`config.mk`:
```
export PLATFORM = sky130hd
export DESIGN_NAME = wire_mode_seq_gen
export DESIGN_NICKNAME = d
export VERILOG_FILES = /design/src/rtl/wseq_pkg.sv /design/src/rtl/wseq_rst_sync.sv /design/src/rtl/wseq_pattern_rom.sv /design/src/rtl/wseq_ctrl.sv /design/src/rtl/wire_mode_seq_gen.sv
export SDC_FILE = /design/constraint.sdc
export NUM_CORES = 1
export LEC_CHECK = 0
export BUFFER_PORTS_ARGS = -buffer_cell sky130_fd_sc_hd__clkbuf_2
export CORE_MARGIN = 3
export CORE_UTILIZATION = 25
export CTS_BUF_LIST = sky130_fd_sc_hd__clkbuf_2
export CTS_CLUSTER_DIAMETER = 60
export DETAILED_ROUTE_END_ITERATION = 12
export SYNTH_ARGS = -nofsm -noshare
export SYNTH_HDL_FRONTEND = slang
export SYNTH_SLANG_ARGS = --single-unit
```
`constraint.sdc`:
```
create_clock -name clk -period 1.1 [get_ports clk]
set_clock_uncertainty 0.15 [all_clocks]
set_input_delay 0.275 -clock clk [delete_from_list [all_inputs] [get_ports clk]]
set_output_delay 0.275 -clock clk [all_outputs]
set_load 0.05 [all_outputs]
```
`src/rtl/wseq_pkg.sv`:
```
package wseq_pkg;
  localparam int SEL_W   = 3;
  localparam int NUM_SEQ = 5;
  localparam int MAX_LEN = 200;
  localparam int IDX_W   = $clog2(MAX_LEN);

  localparam logic [SEL_W-1:0] CODE_LINE_RST  = 3'd0;
  localparam logic [SEL_W-1:0] CODE_TO_2WIRE  = 3'd1;
  localparam logic [SEL_W-1:0] CODE_TO_4WIRE  = 3'd2;
  localparam logic [SEL_W-1:0] CODE_TO_DORM   = 3'd3;
  localparam logic [SEL_W-1:0] CODE_WAKE      = 3'd4;

  // Patterns are packed so that vector bit i is the i-th bit on the line.
  function automatic logic [MAX_LEN-1:0] pat_vec(input int s);
    case (s)
      0:       pat_vec = MAX_LEN'(56'h03_FFFF_FFFF_FFFF);
      1:       pat_vec = MAX_LEN'(120'h0F_FFFF_FFFF_FFFF_9E7B_FFFF_FFFF_FFFF);
      2:       pat_vec = MAX_LEN'(72'hFF_9CF3_FFFF_FFFF_FFFF);
      3:       pat_vec = MAX_LEN'(72'h03_8EF3_FFFF_FFFF_FFFF);
      4:       pat_vec = 200'h3FFF_FFFF_FFFF_FA10_19BC_0EA2_E3DD_AFE9_8685_2D95_6209_F392_FF;
      default: pat_vec = '0;
    endcase
  endfunction

  // Index of the final bit of each sequence (length minus one).
  function automatic logic [IDX_W-1:0] last_idx(input int s);
    case (s)
      0:       last_idx = IDX_W'(50);
      1:       last_idx = IDX_W'(117);
      2:       last_idx = IDX_W'(70);
      3:       last_idx = IDX_W'(65);
      4:       last_idx = IDX_W'(198);
      default: last_idx = '0;
    endcase
  endfunction
endpackage

```
`src/rtl/wseq_rst_sync.sv`:
```
module wseq_rst_sync #(
  parameter int STAGES = 2
) (
  input  logic clk,
  input  logic arst_n,
  output logic rst_n
);
  logic [STAGES-1:0] sync_q;

  always_ff @(posedge clk or negedge arst_n) begin
    if (!arst_n) sync_q <= '0;
    else         sync_q <= {sync_q[STAGES-2:0], 1'b1};
  end

  assign rst_n = sync_q[STAGES-1];
endmodule

```
`src/rtl/wseq_pattern_rom.sv`:
```
module wseq_pattern_rom
  import wseq_pkg::*;
(
  input  logic [SEL_W-1:0] sel_i,
  input  logic [IDX_W-1:0] idx_i,
  output logic             bit_o,
  output logic [IDX_W-1:0] last_o
);
  logic [NUM_SEQ-1:0]   bit_per_seq;
  logic [IDX_W-1:0]     last_per_seq [NUM_SEQ];

  for (genvar s = 0; s < NUM_SEQ; s++) begin : g_seq
    localparam logic [MAX_LEN-1:0] PAT  = pat_vec(s);
    localparam logic [IDX_W-1:0]   LAST = last_idx(s);
    always_comb begin
      bit_per_seq[s]  = PAT[idx_i];
      last_per_seq[s] = LAST;
    end
  end

  always_comb begin
    bit_o  = 1'b0;
    last_o = '0;
    for (int s = 0; s < NUM_SEQ; s++) begin
      if (sel_i == SEL_W'(s)) begin
        bit_o  = bit_per_seq[s];
        last_o = last_per_seq[s];
      end
    end
  end
endmodule

```
`src/rtl/wseq_ctrl.sv`:
```
module wseq_ctrl
  import wseq_pkg::*;
(
  input  logic             clk,
  input  logic             rst_n,
  input  logic             start_i,
  input  logic [SEL_W-1:0] sel_i,
  input  logic             rom_bit_i,
  input  logic [IDX_W-1:0] rom_last_i,
  output logic [SEL_W-1:0] rom_sel_o,
  output logic [IDX_W-1:0] rom_idx_o,
  output logic             busy_o,
  output logic             done_o,
  output logic             err_o,
  output logic             line_clk_o,
  output logic             line_data_o,
  output logic             line_oe_o
);
  logic             busy_q, busy_n;
  logic             phase_q, phase_n;
  logic [IDX_W-1:0] idx_q, idx_n;
  logic [SEL_W-1:0] sel_q, sel_n;
  logic             data_q, data_n;
  logic             done_q, done_n;
  logic             err_q, err_n;
  logic             sel_ok;
  logic             at_last;

  assign sel_ok    = (sel_i < SEL_W'(NUM_SEQ));
  assign rom_sel_o = busy_q ? sel_q : sel_i;
  assign rom_idx_o = busy_q ? idx_q + 1'b1 : '0;
  assign at_last   = (idx_q == rom_last_i);

  always_comb begin
    busy_n  = busy_q;
    phase_n = phase_q;
    idx_n   = idx_q;
    sel_n   = sel_q;
    data_n  = data_q;
    done_n  = 1'b0;
    err_n   = 1'b0;
    if (!busy_q) begin
      if (start_i) begin
        if (sel_ok) begin
          busy_n  = 1'b1;
          sel_n   = sel_i;
          idx_n   = '0;
          phase_n = 1'b0;
          data_n  = rom_bit_i;
        end else begin
          err_n = 1'b1;
        end
      end
    end else if (!phase_q) begin
      phase_n = 1'b1;
    end else begin
      phase_n = 1'b0;
      if (at_last) begin
        busy_n = 1'b0;
        done_n = 1'b1;
        data_n = 1'b0;
      end else begin
        idx_n  = idx_q + 1'b1;
        data_n = rom_bit_i;
      end
    end
  end

  always_ff @(posedge clk or negedge rst_n) begin
    if (!rst_n) begin
      busy_q  <= 1'b0;
      phase_q <= 1'b0;
      idx_q   <= '0;
      sel_q   <= '0;
      data_q  <= 1'b0;
      done_q  <= 1'b0;
      err_q   <= 1'b0;
    end else begin
      busy_q  <= busy_n;
      phase_q <= phase_n;
      idx_q   <= idx_n;
      sel_q   <= sel_n;
      data_q  <= data_n;
      done_q  <= done_n;
      err_q   <= err_n;
    end
  end

  assign busy_o      = busy_q;
  assign done_o      = done_q;
  assign err_o       = err_q;
  assign line_clk_o  = phase_q;
  assign line_data_o = data_q;
  assign line_oe_o   = busy_q;

  // line clock rests low when idle
  assert_clk_idle_R5: assert property (@(posedge clk) disable iff (!rst_n)
    !busy_q |-> !phase_q);
  // data held across the high half of the line clock
  assert_data_hold_R4: assert property (@(posedge clk) disable iff (!rst_n)
    phase_q |-> $stable(data_q));
  // done lasts one cycle
  assert_done_pulse_R7: assert property (@(posedge clk) disable iff (!rst_n)
    done_q |=> !done_q);
  // activity ends together with done
  assert_end_done_R7: assert property (@(posedge clk) disable iff (!rst_n)
    $fell(busy_q) |-> done_q);
  // refused code leaves the line idle
  assert_err_quiet_R8: assert property (@(posedge clk) disable iff (!rst_n)
    err_q |-> (!busy_q && !phase_q));
  // selection frozen while running
  assert_sel_frozen_R9: assert property (@(posedge clk) disable iff (!rst_n)
    (busy_q && $past(busy_q)) |-> $stable(sel_q));
  // index never passes the selected sequence end
  assert_idx_bound_R2: assert property (@(posedge clk) disable iff (!rst_n)
    busy_q |-> (idx_q <= rom_last_i));
  // data low when idle
  assert_data_idle_R10: assert property (@(posedge clk) disable iff (!rst_n)
    !busy_q |-> !data_q);
endmodule

```
`src/rtl/wire_mode_seq_gen.sv`:
```
module wire_mode_seq_gen
  import wseq_pkg::*;
(
  input  logic             clk,
  input  logic             arst_n,
  input  logic             start_i,
  input  logic [SEL_W-1:0] sel_i,
  output logic             busy_o,
  output logic             done_o,
  output logic             err_o,
  output logic             line_clk_o,
  output logic             line_data_o,
  output logic             line_oe_o
);
  logic             rst_n;
  logic [SEL_W-1:0] rom_sel;
  logic [IDX_W-1:0] rom_idx;
  logic             rom_bit;
  logic [IDX_W-1:0] rom_last;

  wseq_rst_sync #(.STAGES(2)) u_rst (
    .clk    (clk),
    .arst_n (arst_n),
    .rst_n  (rst_n)
  );

  wseq_pattern_rom u_rom (
    .sel_i  (rom_sel),
    .idx_i  (rom_idx),
    .bit_o  (rom_bit),
    .last_o (rom_last)
  );

  wseq_ctrl u_ctrl (
    .clk         (clk),
    .rst_n       (rst_n),
    .start_i     (start_i),
    .sel_i       (sel_i),
    .rom_bit_i   (rom_bit),
    .rom_last_i  (rom_last),
    .rom_sel_o   (rom_sel),
    .rom_idx_o   (rom_idx),
    .busy_o      (busy_o),
    .done_o      (done_o),
    .err_o       (err_o),
    .line_clk_o  (line_clk_o),
    .line_data_o (line_data_o),
    .line_oe_o   (line_oe_o)
  );
endmodule

```
After elaboration in Yosys (flattened, before gate mapping)
Memories as Yosys holds them, arrays and structs flattened.
Index checks and enable logic that the tools add are counted.

storage, ports and cells
  bits in read-only memories = 1280
  word-level logic and storage cells = 73
  memories = 5
  output and inout bits = 6
  register bits = 18

memories
  name              depth  width  rd ports  clocked after Yosys merged registers in  write ports  line                    text
  (name not given)  256    1      1         0                                        0            wseq_pattern_rom.sv:16  bit_per_seq[s] = PAT[idx_i];
  (name not given)  256    1      1         0                                        0            wseq_pattern_rom.sv:16
  (name not given)  256    1      1         0                                        0            wseq_pattern_rom.sv:16
  (name not given)  256    1      1         0                                        0            wseq_pattern_rom.sv:16
  (name not given)  256    1      1         0                                        0            wseq_pattern_rom.sv:16

cells by class
  magnitude comparators = 2
  eq/ne operators = 7
  add/sub/neg operators = 1
  bitwise gates (word level) = 1
  multiplexer cells = 42
  reduce and logical (&&, ||, !) cells = 7

operators with widths
  operator                                                     number
  2-to-1 mux 8 bit                                             7
  2-to-1 mux 1 bit                                             30
  2-to-1 mux 7 bit                                             3
  less-than comparator 8 x 9 -> 1 bit (second input constant)  1
  adder 8 x 1 -> 8 bit (second input constant)                 1
  == test 8 bit                                                1
  == test 3 x 2 -> 1 bit (second input constant)               2
  2-to-1 mux 6 bit                                             1
  AND reduction 3 bit                                          2
  inequality test 2 bit (second input constant)                2
  AND reduction 4 bit                                          1
  nonzero test 2 bit                                           2
  == test 3 x 1 -> 1 bit (second input constant)               1
  == test 3 bit (second input constant)                        1
  zero test 3 bit                                              1
  less-than comparator 3 bit (second input constant)           1
  2-to-1 mux 3 bit                                             1
  AND reduction 2 bit                                          1
  inverter 1 bit                                               1

Depth between registers and ports, before layout
Gate-level depths: netlist (run 1).

  depth after elaboration = 12
  gate-level depth with buffers = 10
  gate-level depth less buffers = 8

Cells and area by module
Synthesis (run 1) repeated with hierarchy kept, for this count alone.

second synthesis, totals
  cell total of the unflattened synthesis = 189
  area, all modules = 1616.6 um^2

by module, submodules not included
  module            area an instance (um^2)  times used  cells an instance
  wseq_ctrl         914.6                    1           86
  wseq_pattern_rom  648.1                    1           100
  wseq_rst_sync     53.8                     1           3

Worst setup path after synthesis (run 1)
OpenSTA, ideal clock, no wires.

  path kind = reg2reg
  from = reg u_ctrl.busy_q (netlist: u_ctrl.busy_o)
  to = reg u_ctrl.idx_q[0]
  path slack = -1627 ps
  cell stages (with the launch flop) = 10
  required time = 825 ps
  setup time = 125 ps
  arrival time = 2453 ps
  buffers on the path = 2
  cells stage by stage = dfrtp_1 > buf_6 > mux2i_4 > a21oi_1 > a211oi_1 > a211oi_1 > nor4_1 > or2_1 > buf_6 > mux2_2

between the ends
  longest elaborated chain between the ends = 10
  elaborated cells between the ends (all ways) = 18
  those cells by class = 7 x eq/ne; 7 x mux; 4 x reduce/logical

RTL lines
  item                                    line                    text
  start, declared                         wseq_ctrl.sv:19         logic busy_q, busy_n;
  start signal, assigned                  wseq_ctrl.sv:79         busy_q <= busy_n;
  2-to-1 mux 3 bit                        wseq_ctrl.sv:30         assign rom_sel_o = busy_q ? sel_q : sel_i;
  zero test 3 bit                         wseq_pattern_rom.sv:25  if (sel_i == SEL_W'(s)) begin
  2-to-1 mux 6 bit                        wseq_pattern_rom.sv:25
  2-to-1 mux 7 bit (3 in series)          wseq_pattern_rom.sv:25
  2-to-1 mux 8 bit                        wseq_pattern_rom.sv:25
  == test 8 bit                           wseq_ctrl.sv:32         assign at_last = (idx_q == rom_last_i);
  inequality test 2 bit (no source line)  -
  AND reduction 4 bit (no source line)    -
  end signal, assigned                    wseq_ctrl.sv:81         idx_q <= idx_n;
  end, declared                           wseq_ctrl.sv:21         logic [IDX_W-1:0] idx_q, idx_n;

Parallel ways exist; a longest one is shown, timed or not.
A chain may end at the register's enable or synchronous reset.

Worst setup path in the final report (run 1)
  from = reg u_ctrl.busy_q (netlist: u_ctrl.busy_o)
  to = reg u_ctrl.data_q (netlist: u_ctrl.line_data_o)

between the ends
  longest elaborated chain between the ends = 11
  elaborated cells between the ends (all ways) = 37
  those cells by class = 6 x eq/ne; 22 x mux; 4 x reduce/logical; 5 x memory

RTL lines
  item                                                                        line                                            text
  2-to-1 mux 8 bit or 2-to-1 mux 3 bit (tied branches)                        wseq_ctrl.sv:31, wseq_ctrl.sv:30
  memory (256 x 1 bit) or zero test 3 bit (tied branches)                     -
  2-to-1 mux 1 bit (implied by the code) or 2-to-1 mux 6 bit (tied branches)  wseq_pattern_rom.sv:16, wseq_pattern_rom.sv:25
  2-to-1 mux 1 bit or 2-to-1 mux 7 bit (tied branches) (3 in series)          wseq_pattern_rom.sv:25
  2-to-1 mux 1 bit or 2-to-1 mux 8 bit (tied branches)                        wseq_pattern_rom.sv:25
  2-to-1 mux 1 bit or == test 8 bit (tied branches)                           wseq_pattern_rom.sv:25, wseq_ctrl.sv:32
  2-to-1 mux 1 bit (on tied branches)                                         wseq_ctrl.sv:44, wseq_ctrl.sv:58
  2-to-1 mux 1 bit (on tied branches)                                         wseq_ctrl.sv:43, wseq_ctrl.sv:54
  2-to-1 mux 1 bit                                                            wseq_ctrl.sv:42                                 if (!busy_q) begin
  end signal, assigned                                                        wseq_ctrl.sv:83                                 data_q <= data_n;
  end, declared                                                               wseq_ctrl.sv:23                                 logic data_q, data_n;

Parallel ways exist; a longest one is shown, timed or not. The select of a mux whose other input is x is not followed.

==> summary.txt, run 1 <==
Placed design
  • DP Area: 2620 um2
  • GPL Wtd Cong: 0.820
  • Port bufs: 11
  • Post-DP HPWL: ~4300 um

Logic synthesis
  • Netlist cell types: 61
  • Post-synthesis cell area: between 1500 and 2000 um2
  • Synthesis-stage register bit count: 18
  • Yosys Warn Count: 0
  • Syn Nets: 246
  • Multiplexer share of the synthesized area: between 10% and 20%
  • XOR/XNOR Fraction of Synth Area: 6.90%
  • Main synth FF type: dfrtp_1
  • Synth Area in Compound Gates: 24.9%
  • Syn Inst Count: between 200 and 250
  • Synth async-reset ratio: 100%
  • Synth Area per Inst: 8.27 um2
  • Post-synth EDFFs: 0
  • Sequential share of the synthesized area: 22.8%
  • Synth Area in Adders: less than 1%
  • Post-Synth Simple-Gate Area: a little under a quarter
  • Largest family of logic cells by synthesized area: compound AO/OA/AOI/OAI gates

Clock network
  • H-tree levels: 1
  • Root Buffer: clkbuf_2
  • CTS tree: built
  • Worst skew pair latency: 0.33 ns
  • Reg clk slew, reported paths: 0.20 ns
  • Num CTS Buffers: 3
  • Clock buffer depth: 2
  • CTS Sinks: 18

Route
  • Starting DRT DRC Count: 179
  • Vias per cell: approximately 5.2
  • Drt drc: 0
  • WL/cell: 15.1 um
  • Drt total wl: roughly 6500 um
  • Pre-antenna DRT Iters: 4
  • Via Count: roughly 2200
  • Post-route ant nets: 0

Timing
  • Final Max Tran Viols: 0
  • Tcrit/Tclk final: 230%
  • Unrepaired setup endpoints after global routing: yes
  • Worst-Margin Slew: 0.549 ns
  • FMAX: 396 MHz
  • Count of final hold-check violations: 0
  • Slew margin rel.: 63.2%
  • Crit path time final: 2.53 ns
  • Setup slack after layout: -1.43 ns
  • Setup-failing EPs final: 21

Setup path
  • Crit-path max FO: 5
  • Worst Path Required: 1.21 ns
  • Worst EP arrival: roughly 2.6 ns
  • Critical path depth: 9
  • Kind of cell adding the most delay to the critical path: compound AO/OA/AOI/OAI gates
  • CP Cell Sequence: buf_6 > mux2_4 > a21boi_2 > nor3_2 > a211oi_2 > nor4_4 > or2_4 > buf_6 > o41ai_2
  • Most used cell, CP: buf_6
  • CP Capture Type: flip-flop
  • FF-to-FF Start: u_ctrl.busy_o$_DFF_PN0_
  • Largest stage delay, worst path: 0.50 ns
  • CP startpoint: u_ctrl.busy_o$_DFF_PN0_
  • CP Buf/Inv Count: 2
  • Critical-path top delay cell: dfrtp_2
  • WS Path Type: flip-flop to flip-flop
  • Crit start category: flip-flop
  • Worst R2R Path Depth: 9

Global route
  • GRT Overall Usage: approximately 14%
  • Gr ovfl total: 0
  • Largest net degree at the start of global routing: 31
  • Vias in the first global route: 2176
  • First-pass GRT wire length: 10400 um
  • Initial antenna violation count: 0

Outcome
  • Status: finished with violations
  • Failing checks: negative setup slack

Layout
  • Layout cells sized above 1: between 40% and 50%
  • Area grow syn2layout: 60.9%
  • Layout Cell Area excl Fill: 3180 um2
  • Nets: 337
  • N_diodes: 0

Floorplan
  • Total die area: 9010 um2
  • Initial core utilization: 26.5%
  • # rows: 31
  • IO Count: 12
  • Chip width: 94.9 um
  • Core footprint: 7450 um2
  • Die height: 94.9 um

Hold path
  • Type of the tightest min-delay check: flip-flop to asynchronous set/reset pin

Flow run
  • Max-cap violation count: 0
==> Yosys cell counts (all sizes together), types with 2 or more instances <==
cell     n  area share, %
a211o    2           0.89
a211oi   7            2.7
a21boi   3            1.1
a21o     2           0.76
a21oi   15            3.8
a22o     2           0.89
a311oi   4            1.8
a31oi    5            1.6
and2     7            2.2
buf     14            4.6
clkbuf   9            1.7
dfrtp   18             23
inv      6            1.1
mux2     9            5.1
mux2i   14            8.4
nand2   18            3.4
nand2b   6            1.9
nand3    7            1.8
nand3b   2           0.76
nand4    2           0.63
nand4b   3            1.3
nor2     8            1.5
nor2b    6            1.9
nor3     7            1.8
nor3b    5            1.9
nor4     2           0.63
o21a     2           0.76
o21ai   13            3.3
o22ai    3           0.95
o311a    3            1.5
or2      2           0.63
or3b     2           0.89
xnor2   10            4.8
xor2     3            2.1
==> cell type report <==
| cell class | instances | area [um2] |
|---|---|---|
| clock buffer | 3 | 15.0 |
| clock inverter | 1 | 3.75 |
| sequential | 18 | 452 |
| tap | 99 | 124 |
| fill | 705 | 4270 |
| timing repair buffer | 109 | 935 |
| multi-input combinational | 192 | 1630 |
| inverter | 6 | 22.5 |
==> routing by layer <==
layer | share of wire [%] | track usage (%)
met5 | 0 | 0
met2 | 49 | 24.0
met1 | 45 | 19.5
met4 | 1.7 | 3.61
met3 | 4.3 | 0.797
==> sequential cells by signal, indices dropped and copies added (netlist names) <==
register,cells
u_rst.sync_q,2
u_ctrl.done_o,1
u_ctrl.busy_o,1
u_ctrl.line_clk_o,1
u_ctrl.line_data_o,1
u_ctrl.err_o,1
u_ctrl.idx_q,8
u_ctrl.sel_q,3
==> cell families after synthesis <==
kind of cell,after synthesis
xor gates and xnor gates,13
DFF,18
AOI/OAI and AO/OA,71
buffers and inverters,29
other,1
and+or+nand+nor,83
adders and majority gates,1
muxes,23
==> path summary, 6_finish.rpt <==
path                                                   to  slack [ns]
min reg2reg                   u_ctrl.idx_q[6]$_DFFE_PN0P_        0.03
max in group asynchronous         u_ctrl.busy_o$_DFF_PN0_        0.55
min in group clk            u_ctrl.line_clk_o$_DFFE_PN0P_        0.17
max reg2reg                u_ctrl.line_data_o$_DFFE_PN0P_       -1.43
max                        u_ctrl.line_data_o$_DFFE_PN0P_       -1.43
min                           u_ctrl.idx_q[6]$_DFFE_PN0P_        0.03
==> placed cells by master (no fill, tap or decap), types with 3 or more instances in the layout <==
| master | n |
|---|---|
| a211oi_2 | 5 |
| a21oi_1 | 12 |
| a21oi_2 | 3 |
| a311oi_1 | 4 |
| a31oi_1 | 5 |
| and2_1 | 6 |
| buf_4 | 84 |
| buf_6 | 11 |
| buf_8 | 4 |
| clkbuf_2 | 8 |
| dfrtp_1 | 17 |
| inv_1 | 6 |
| mux2_2 | 6 |
| mux2_4 | 3 |
| mux2i_1 | 10 |
| mux2i_4 | 3 |
| nand2_1 | 18 |
| nand2b_1 | 5 |
| nand3_1 | 5 |
| nand4b_1 | 3 |
| nor2_1 | 8 |
| nor2b_1 | 6 |
| nor3_1 | 5 |
| o21ai_0 | 7 |
| o21ai_1 | 4 |
| o22ai_1 | 3 |
| o311a_1 | 3 |
| xnor2_1 | 6 |
| xnor2_2 | 3 |
==> through the flow <==
stage                     util (%)  hold slack (ns)  instances  TNS (ns)  setup slack (ns)
after detailed placement      35.2          -0.0850        404    -18.62             -1.54
after global routing          42.7           0.0598        428    -19.82             -1.51
after floorplan                  -           -0.171        239    -16.62             -1.45
after global placement        35.2          -0.0901        404    -18.05             -1.56
after CTS                     40.7           0.0403        423    -18.59             -1.37
final                         42.7           0.0295        428    -18.33             -1.43
==> timing repair <==
item                                    CTS  global route
hold buffers                              1             0
resized for setup                        60            25
gates cloned                              1             0
setup buffers                            13             6
endpoints found under the setup margin   22            22
pin swaps                                16            16
hold endpoints to repair                  2             0
Power of run 1 is left out: the tool's default activity adds up to more than one toggle a clock period on the data nets, which glitch-free logic cannot reach.
==> inputs of run 2 (changes only) <==
==> constraint.sdc (replaced) <==
create_clock -name clk -period 1.1 [get_ports clk]
set_clock_uncertainty 0.15 [all_clocks]
set_input_delay 0.165 -clock clk [delete_from_list [all_inputs] [get_ports clk]]
set_output_delay 0.165 -clock clk [all_outputs]
set_load 0.05 [all_outputs]
==> run 2 against run 1 <==
  * Utilization is 0.13 points higher
  * Worst setup slack improved by 0.015 ns
  * The flow still finishes with violations (negative setup slack)
  * Highest routed layer unchanged
  * First-iteration DRC count increased by 11%
==> summary.txt, run 2 (synthesized netlist as in run 1, its figures left out) <==
Setup path
  • Worst R2R Path Depth: 9
  • Crit-path max FO: 5
  • CP Cell Sequence: buf_6 > mux2_4 > a21boi_2 > nor3_2 > a211oi_2 > nor4_4 > or2_4 > buf_6 > o41ai_2
  • CP Capture Type: flip-flop
  • FF-to-FF Start: u_ctrl.busy_o$_DFF_PN0_
  • Critical-path top delay cell: dfrtp_2
  • Worst Path Required: 1.20 ns
  • Crit start category: flip-flop
  • Kind of cell adding the most delay to the critical path: compound AO/OA/AOI/OAI gates
  • CP Buf/Inv Count: 2
  • Critical R2R Capture: u_ctrl.line_data_o$_DFFE_PN0P_
  • Worst EP arrival: 2.62 ns
  • Worst reg2reg setup slack: -1.41 ns
  • WS Path Type: flip-flop to flip-flop
  • Largest stage delay, worst path: about 0.50 ns
  • Most used cell, CP: buf_6

Layout
  • Area grow syn2layout: 61.4%
  • N_diodes: 0
  • Max reg flops: 8
  • Layout cells sized above 1: 49.7%
  • Nets: 338
  • Largest register by flop count: u_ctrl.idx_q
  • Top Registers: u_ctrl.idx_q (8), u_ctrl.sel_q (3), u_rst.sync_q (2)
  • Commonest non-fill, non-tap cell in the layout: buf_4
  • Most frequent cells in the layout: buf_4 (84), nand2_1 (18), dfrtp_1 (17)
  • Layout Cell Area excl Fill: 3190 um2
  • Non-Filler Instances: 429
  • Fillers: 705

Clock network
  • Root Buffer: clkbuf_2
  • Worst skew pair latency: 0.33 ns
  • Clock buffer depth: 2
  • CTS tree: built
  • Num CTS Buffers: 3
  • CTS Sinks: 18
  • H-tree levels: 1
  • Reg clk slew, reported paths: 0.21 ns

Placed design
  • Port bufs: 11
  • Post-DP HPWL: 4270 um
  • Placed cells: 404
  • GPL Wtd Cong: 0.820
  • Place WS: -1.54 ns
  • DP Area: 2620 um2

Floorplan
  • # rows: 31
  • Total die area: 9010 um2
  • Die height: 94.9 um
  • Chip width: 94.9 um
  • Core footprint: 7450 um2
  • Initial core utilization: 26.5%
  • IO Count: 12

Route
  • Vias per cell: 5.16
  • Pre-antenna DRT Iters: 4
  • Drt total wl: approximately 6500 um
  • Starting DRT DRC Count: 199
  • WL/cell: 15.1 um
  • Post-route ant nets: 0
  • Drt drc: 0
  • Via Count: 2213

Timing
  • Setup slack after layout: -1.41 ns
  • Crit path time final: 2.51 ns
  • FMAX: 398 MHz
  • Tcrit/Tclk final: 228%
  • Count of final hold-check violations: 0
  • Worst-Margin Slew: 0.541 ns
  • Final Max Tran Viols: 0
  • Setup-failing EPs final: 21
  • Unrepaired setup endpoints after global routing: yes
  • Slew margin rel.: 63.7%

Outcome
  • Failing checks: negative setup slack
  • Status: finished with violations

Global route
  • Vias in the first global route: between 2000 and 2500
  • Largest net degree at the start of global routing: 31
  • Initial antenna violation count: 0
  • First-pass GRT wire length: ~10000 um
  • Gr ovfl total: 0
  • GRT Overall Usage: around 14%

Hold path
  • Type of the tightest min-delay check: flip-flop to asynchronous set/reset pin

Flow run
  • Max-cap violation count: 0
## run 2: changes by cell type in the layout (fill, tap and decap cells not counted), sizes merged
cell         before  now
dlygate4sd3       1    2
## run 2: final cells by class
cell class | count | area (um2) | area share, %
repair buffers | 110 | 945 | 29.6
inverters | 6 | 22.5 | 0.706
clock buffers | 3 | 15.0 | 0.471
clock inverters | 1 | 3.75 | 0.118
flip-flops and latches | 18 | 452 | 14.2
well taps | 99 | 124 | 3.89
multi-input cells | 192 | 1630 | 51.0
## run 2: metal layers
layer  wire (um)  vias to the layer above  part of all wire [%]  GRT usage (%)
met2        3160                       56                    49           24.0
li1            -                     1072                     -              -
met3         219                       10                   3.4          0.797
met1        2990                     1075                    46           19.6
met5           0                        -                     0              0
met4         102                        0                   1.6           3.61
## run 2: metrics by stage
stage | TNS [ns] | hold WS (ns) | util (%)
floorplan | -16.53 | -0.281 | -
global placement | -17.55 | -0.200 | 35.2
detailed placement | -18.13 | -0.195 | 35.2
CTS | -17.93 | 0.0403 | 40.8
global route | -19.16 | 0.0569 | 42.8
finish | -17.46 | 0.0124 | 42.8
## run 2: how the worst max path moves through the flow
stage,start,end,cells after the start
finish,u_ctrl.busy_o$_DFF_PN0_,u_ctrl.line_data_o$_DFFE_PN0P_,9
global placement,u_ctrl.idx_q[0]$_DFFE_PN0P_,u_ctrl.line_data_o$_DFFE_PN0P_,9
floorplan,u_ctrl.busy_o$_DFF_PN0_,u_ctrl.idx_q[0]$_DFFE_PN0P_,9
CTS,u_ctrl.busy_o$_DFF_PN0_,u_ctrl.idx_q[6]$_DFFE_PN0P_,11
detailed placement,u_ctrl.idx_q[1]$_DFFE_PN0P_,u_ctrl.line_data_o$_DFFE_PN0P_,9
global route,u_ctrl.busy_o$_DFF_PN0_,u_ctrl.idx_q[6]$_DFFE_PN0P_,10
## run 2: repair_timing
action / CTS / global route
pin swaps: 16 / 16
hold buffers: 2 / 0
endpoints found under the hold margin: 2 / 0
cloned: 1 / 0
resized for setup: 60 / 26
setup endpoints to repair: 22 / 22
setup buffers: 13 / 7
Power of run 2 is left out for the same reason.
==> inputs of run 3 (changes only) <==
CORE_UTILIZATION = 63   (was 25)
MAX_ROUTING_LAYER = met4   (was unset)
PLACE_DENSITY = 0.82   (was unset)
==> run 3 against run 2 <==
  * The flow now stops in clock tree synthesis
  * Synthesized cell count unchanged
  * Synthesized area unchanged
==> summary.txt, run 3 <==
Logic synthesis
  • Post-synthesis cell area: 1980 um2
  • Sequential share of the synthesized area: 22.8%
  • Yosys Warn Count: 0
  • Synth top area cells: dfrtp_1 (23%), mux2i_1 (6.1%), mux2_2 (5.1%)
  • Syn Inst Count: 239
  • Netlist cell types: just over 60
  • Main synth FF type: dfrtp_1
  • Post-synth EDFFs: 0
  • Synth Area per Inst: 8.27 um2
  • Synthesis-stage register bit count: 18
  • Synth async-reset ratio: 100%
  • Area leader, netlist: dfrtp_1
  • Top-area cell type share of the netlist area: about 23%
  • Syn Nets: 246
  • Commonest cells post-synth: dfrtp_1 (18), nand2_1 (18), a21oi_1 (15), mux2i_1 (12), o21ai_0 (12)

Placed design
  • Port bufs: 11
  • Place WS: -1.72 ns
  • Post-DP HPWL: 5040 um
  • Placed cells: 342
  • GPL Wtd Cong: around 1.1

Outcome
  • Exit stage: clock tree synthesis
  • Error message: [ERROR DPL-0033] detailed placement checks failed during check placement.
  • Status: aborted with a tool error

Clock network
  • Total setup buffers inserted after CTS: 6
  • Num CTS Buffers: 3
  • CTS Sinks: 18
  • H-tree levels: 1
  • Post-cts sizing count: between 40 and 50
  • Hold_buf cts: 1
  • Root Buffer: clkbuf_2
  • Clock buffer depth: 2

Floorplan
  • Initial core utilization: 68.7%
  • Chip width: around 62 um
  • Die height: 62 um
  • IO Count: 12
  • # rows: 19
## run 3: kinds of logic after synthesis
kind of cell,count (synthesis),share of synthesized area [%]
compound gates,71,24.9
xor+xnor,13,6.90
fa+ha+maj,1,0.633
buf+inv,29,7.47
flops,18,22.8
mux,23,13.5
other cells,1,0.190
simple gates,83,23.6
## run 3: stage by stage
step / instance area [um2] / util (%)
after global placement: 2570 / 89.3
after detailed placement: 2570 / 89.3
after floorplan: 2000 / -
==> inputs of run 4 (changes only) <==
CORE_UTILIZATION = 40   (was 63)
CTS_BUF_LIST = unset   (was sky130_fd_sc_hd__clkbuf_2)
CTS_CLUSTER_DIAMETER = unset   (was 60)
MAX_ROUTING_LAYER = unset   (was met4)
PLACE_DENSITY = unset   (was 0.82)
PLACE_DENSITY_LB_ADDON = 0.15   (was unset)
==> run 4 against run 3 <==
  * The flow now finishes, with violations (negative setup slack)
==> summary.txt, run 4 (synthesized netlist as in run 1, its figures left out) <==
Global route
  • Initial antenna violation count: 0
  • GRT Overall Usage: 21.2%
  • Largest net degree at the start of global routing: 23
  • Vias in the first global route: 2100
  • First-pass GRT wire length: 10200 um
  • Gr ovfl total: 0

Flow run
  • Max-cap violation count: 0

Layout
  • Layout cells sized above 1: 43.4%
  • Largest register by flop count: u_ctrl.idx_q
  • Fillers: between 300 and 400
  • Non-Filler Instances: 385
  • Area grow syn2layout: 51.0%
  • Final core occ: 65.4%
  • Nets: 328
  • Max reg flops: 8
  • Most frequent cells in the layout: buf_4 (73), nand2_1 (18), dfrtp_1 (17)
  • Top Registers: u_ctrl.idx_q (8), u_ctrl.sel_q (3), u_rst.sync_q (2)
  • Commonest non-fill, non-tap cell in the layout: buf_4
  • N_diodes: 0

Timing
  • Crit path time final: ~2.5 ns
  • Final Max Tran Viols: 0
  • FMAX: 393 MHz
  • Setup-failing EPs final: 22
  • Fin Setup TNS: -17.57 ns
  • Count of final hold-check violations: 0
  • Unrepaired setup endpoints after global routing: yes
  • Tcrit/Tclk final: 231%
  • Setup slack after layout: -1.44 ns

Clock network
  • Worst skew pair latency: 0.26 ns
  • CTS tree: built
  • Reg clk slew, reported paths: around 0.070 ns
  • Root Buffer: clkbuf_8
  • CTS Sinks: 18
  • H-tree levels: 1
  • Clock buffer depth: 2
  • Num CTS Buffers: 3

Setup path
  • WS Path Type: flip-flop to flip-flop
  • Crit start category: flip-flop
  • Worst EP arrival: 2.55 ns
  • Worst R2R Path Depth: 9
  • Critical-path top delay cell: dfrtp_2
  • Largest stage delay, worst path: 0.49 ns
  • Crit-path max FO: 6
  • CP Cell Sequence: buf_4 > mux2_4 > buf_4 > nor3_1 > o21a_1 > a311o_1 > a32o_1 > a32oi_2 > o41ai_2
  • Worst Path Required: 1.11 ns
  • Most used cell, CP: buf_4
  • CP Capture Type: flip-flop

Floorplan
  • IO Count: 12
  • Chip width: 76.3 um
  • # rows: 24
  • Core footprint: approximately 4600 um2
  • Initial core utilization: 43.3%
  • Die height: between 70 and 80 um
  • Total die area: 5820 um2

Route
  • WL/cell: 15.9 um
  • Starting DRT DRC Count: 152
  • Drt drc: 0
  • Drt total wl: about 6100 um
  • Pre-antenna DRT Iters: 4
  • Post-route ant nets: 0
  • Via Count: 2121
  • Vias per cell: 5.51

Placed design
  • Placed cells: 369
  • Place WS: -1.53 ns
  • Port bufs: 11
  • Post-DP HPWL: 4270 um
  • GPL Wtd Cong: 0.811

Power
  • Tot Pwr: 11.6 mW
  • Power per cell area: 3900 nW/um2
  • Maximum VDD drop: 0.00230 V
  • Leak Pwr: 1.33 nW

Hold path
  • Type of the tightest min-delay check: flip-flop to asynchronous set/reset pin

Outcome
  • Failing checks: negative setup slack
  • Status: finished with violations
[run 4: through the flow]
stage               hold WS, ns  area, um2
CTS                      0.0178       2920
detailed placement       -0.197       2600
global route             0.0226       2980
global placement         -0.198       2600
finish                   0.0109       2980
floorplan                -0.281       2000
[run 4: where the power goes]
| group | switching, mW | internal (mW) |
|---|---|---|
| Sequential | 0.347 | 0.929 |
| Clock | 0.227 | 0.319 |
| Combinational | 4.60 | 5.21 |
[run 4: worst paths after layout]
check / start / to / slack (ns)
setup reg to reg: u_ctrl.busy_o$_DFF_PN0_ / u_ctrl.line_data_o$_DFFE_PN0P_ / -1.44
hold / removal: u_rst.sync_q[1]$_DFF_PN0_ / u_ctrl.line_data_o$_DFFE_PN0P_ / 0.01
setup / recovery: u_ctrl.busy_o$_DFF_PN0_ / u_ctrl.line_data_o$_DFFE_PN0P_ / -1.44
max in group asynchronous: u_rst.sync_q[1]$_DFF_PN0_ / u_ctrl.busy_o$_DFF_PN0_ / 0.63
min in group clk: start_i / u_ctrl.err_o$_DFF_PN0_ / 0.13
hold reg to reg: u_rst.sync_q[1]$_DFF_PN0_ / u_ctrl.line_data_o$_DFFE_PN0P_ / 0.01
[run 4: area by class of cell]
type / count / area, um2 / area share (%)
clock buffers: 4 / 55.1 / 1.85
multi-input cells: 192 / 1490 / 49.8
inverters: 6 / 22.5 / 0.755
repair buffers: 100 / 887 / 29.7
well taps: 65 / 81.3 / 2.73
flip-flops and latches: 18 / 452 / 15.1
[run 4: repair_timing]
item	in CTS	in global routing
pin swaps	14	1
setup endpoints to repair	22	22
resized for setup	44	11
setup buffers	9	3
endpoints found under the hold margin	2	0
hold buffers	1	0
[run 4: worst max-delay path: cells and delay by family, from the launching register on]
family	cells	cell delay [ns]
muxes	1	0.33
AOI/OAI and AO/OA	5	0.90
and+or+nand+nor	1	0.25
buffers and inverters	2	0.31
DFF	1	0.49
[run 4: layer usage]
layer | global-route usage, % | vias up | wire (um)
met5 | 0 | - | 0
met4 | 5.80 | 0 | 60
met3 | 4.14 | 7 | 300
met2 | 34.9 | 46 | 2880
met1 | 28.3 | 1010 | 2860
li1 | - | 1058 | -
No activity file was read; power rests on OpenSTA's default activity.
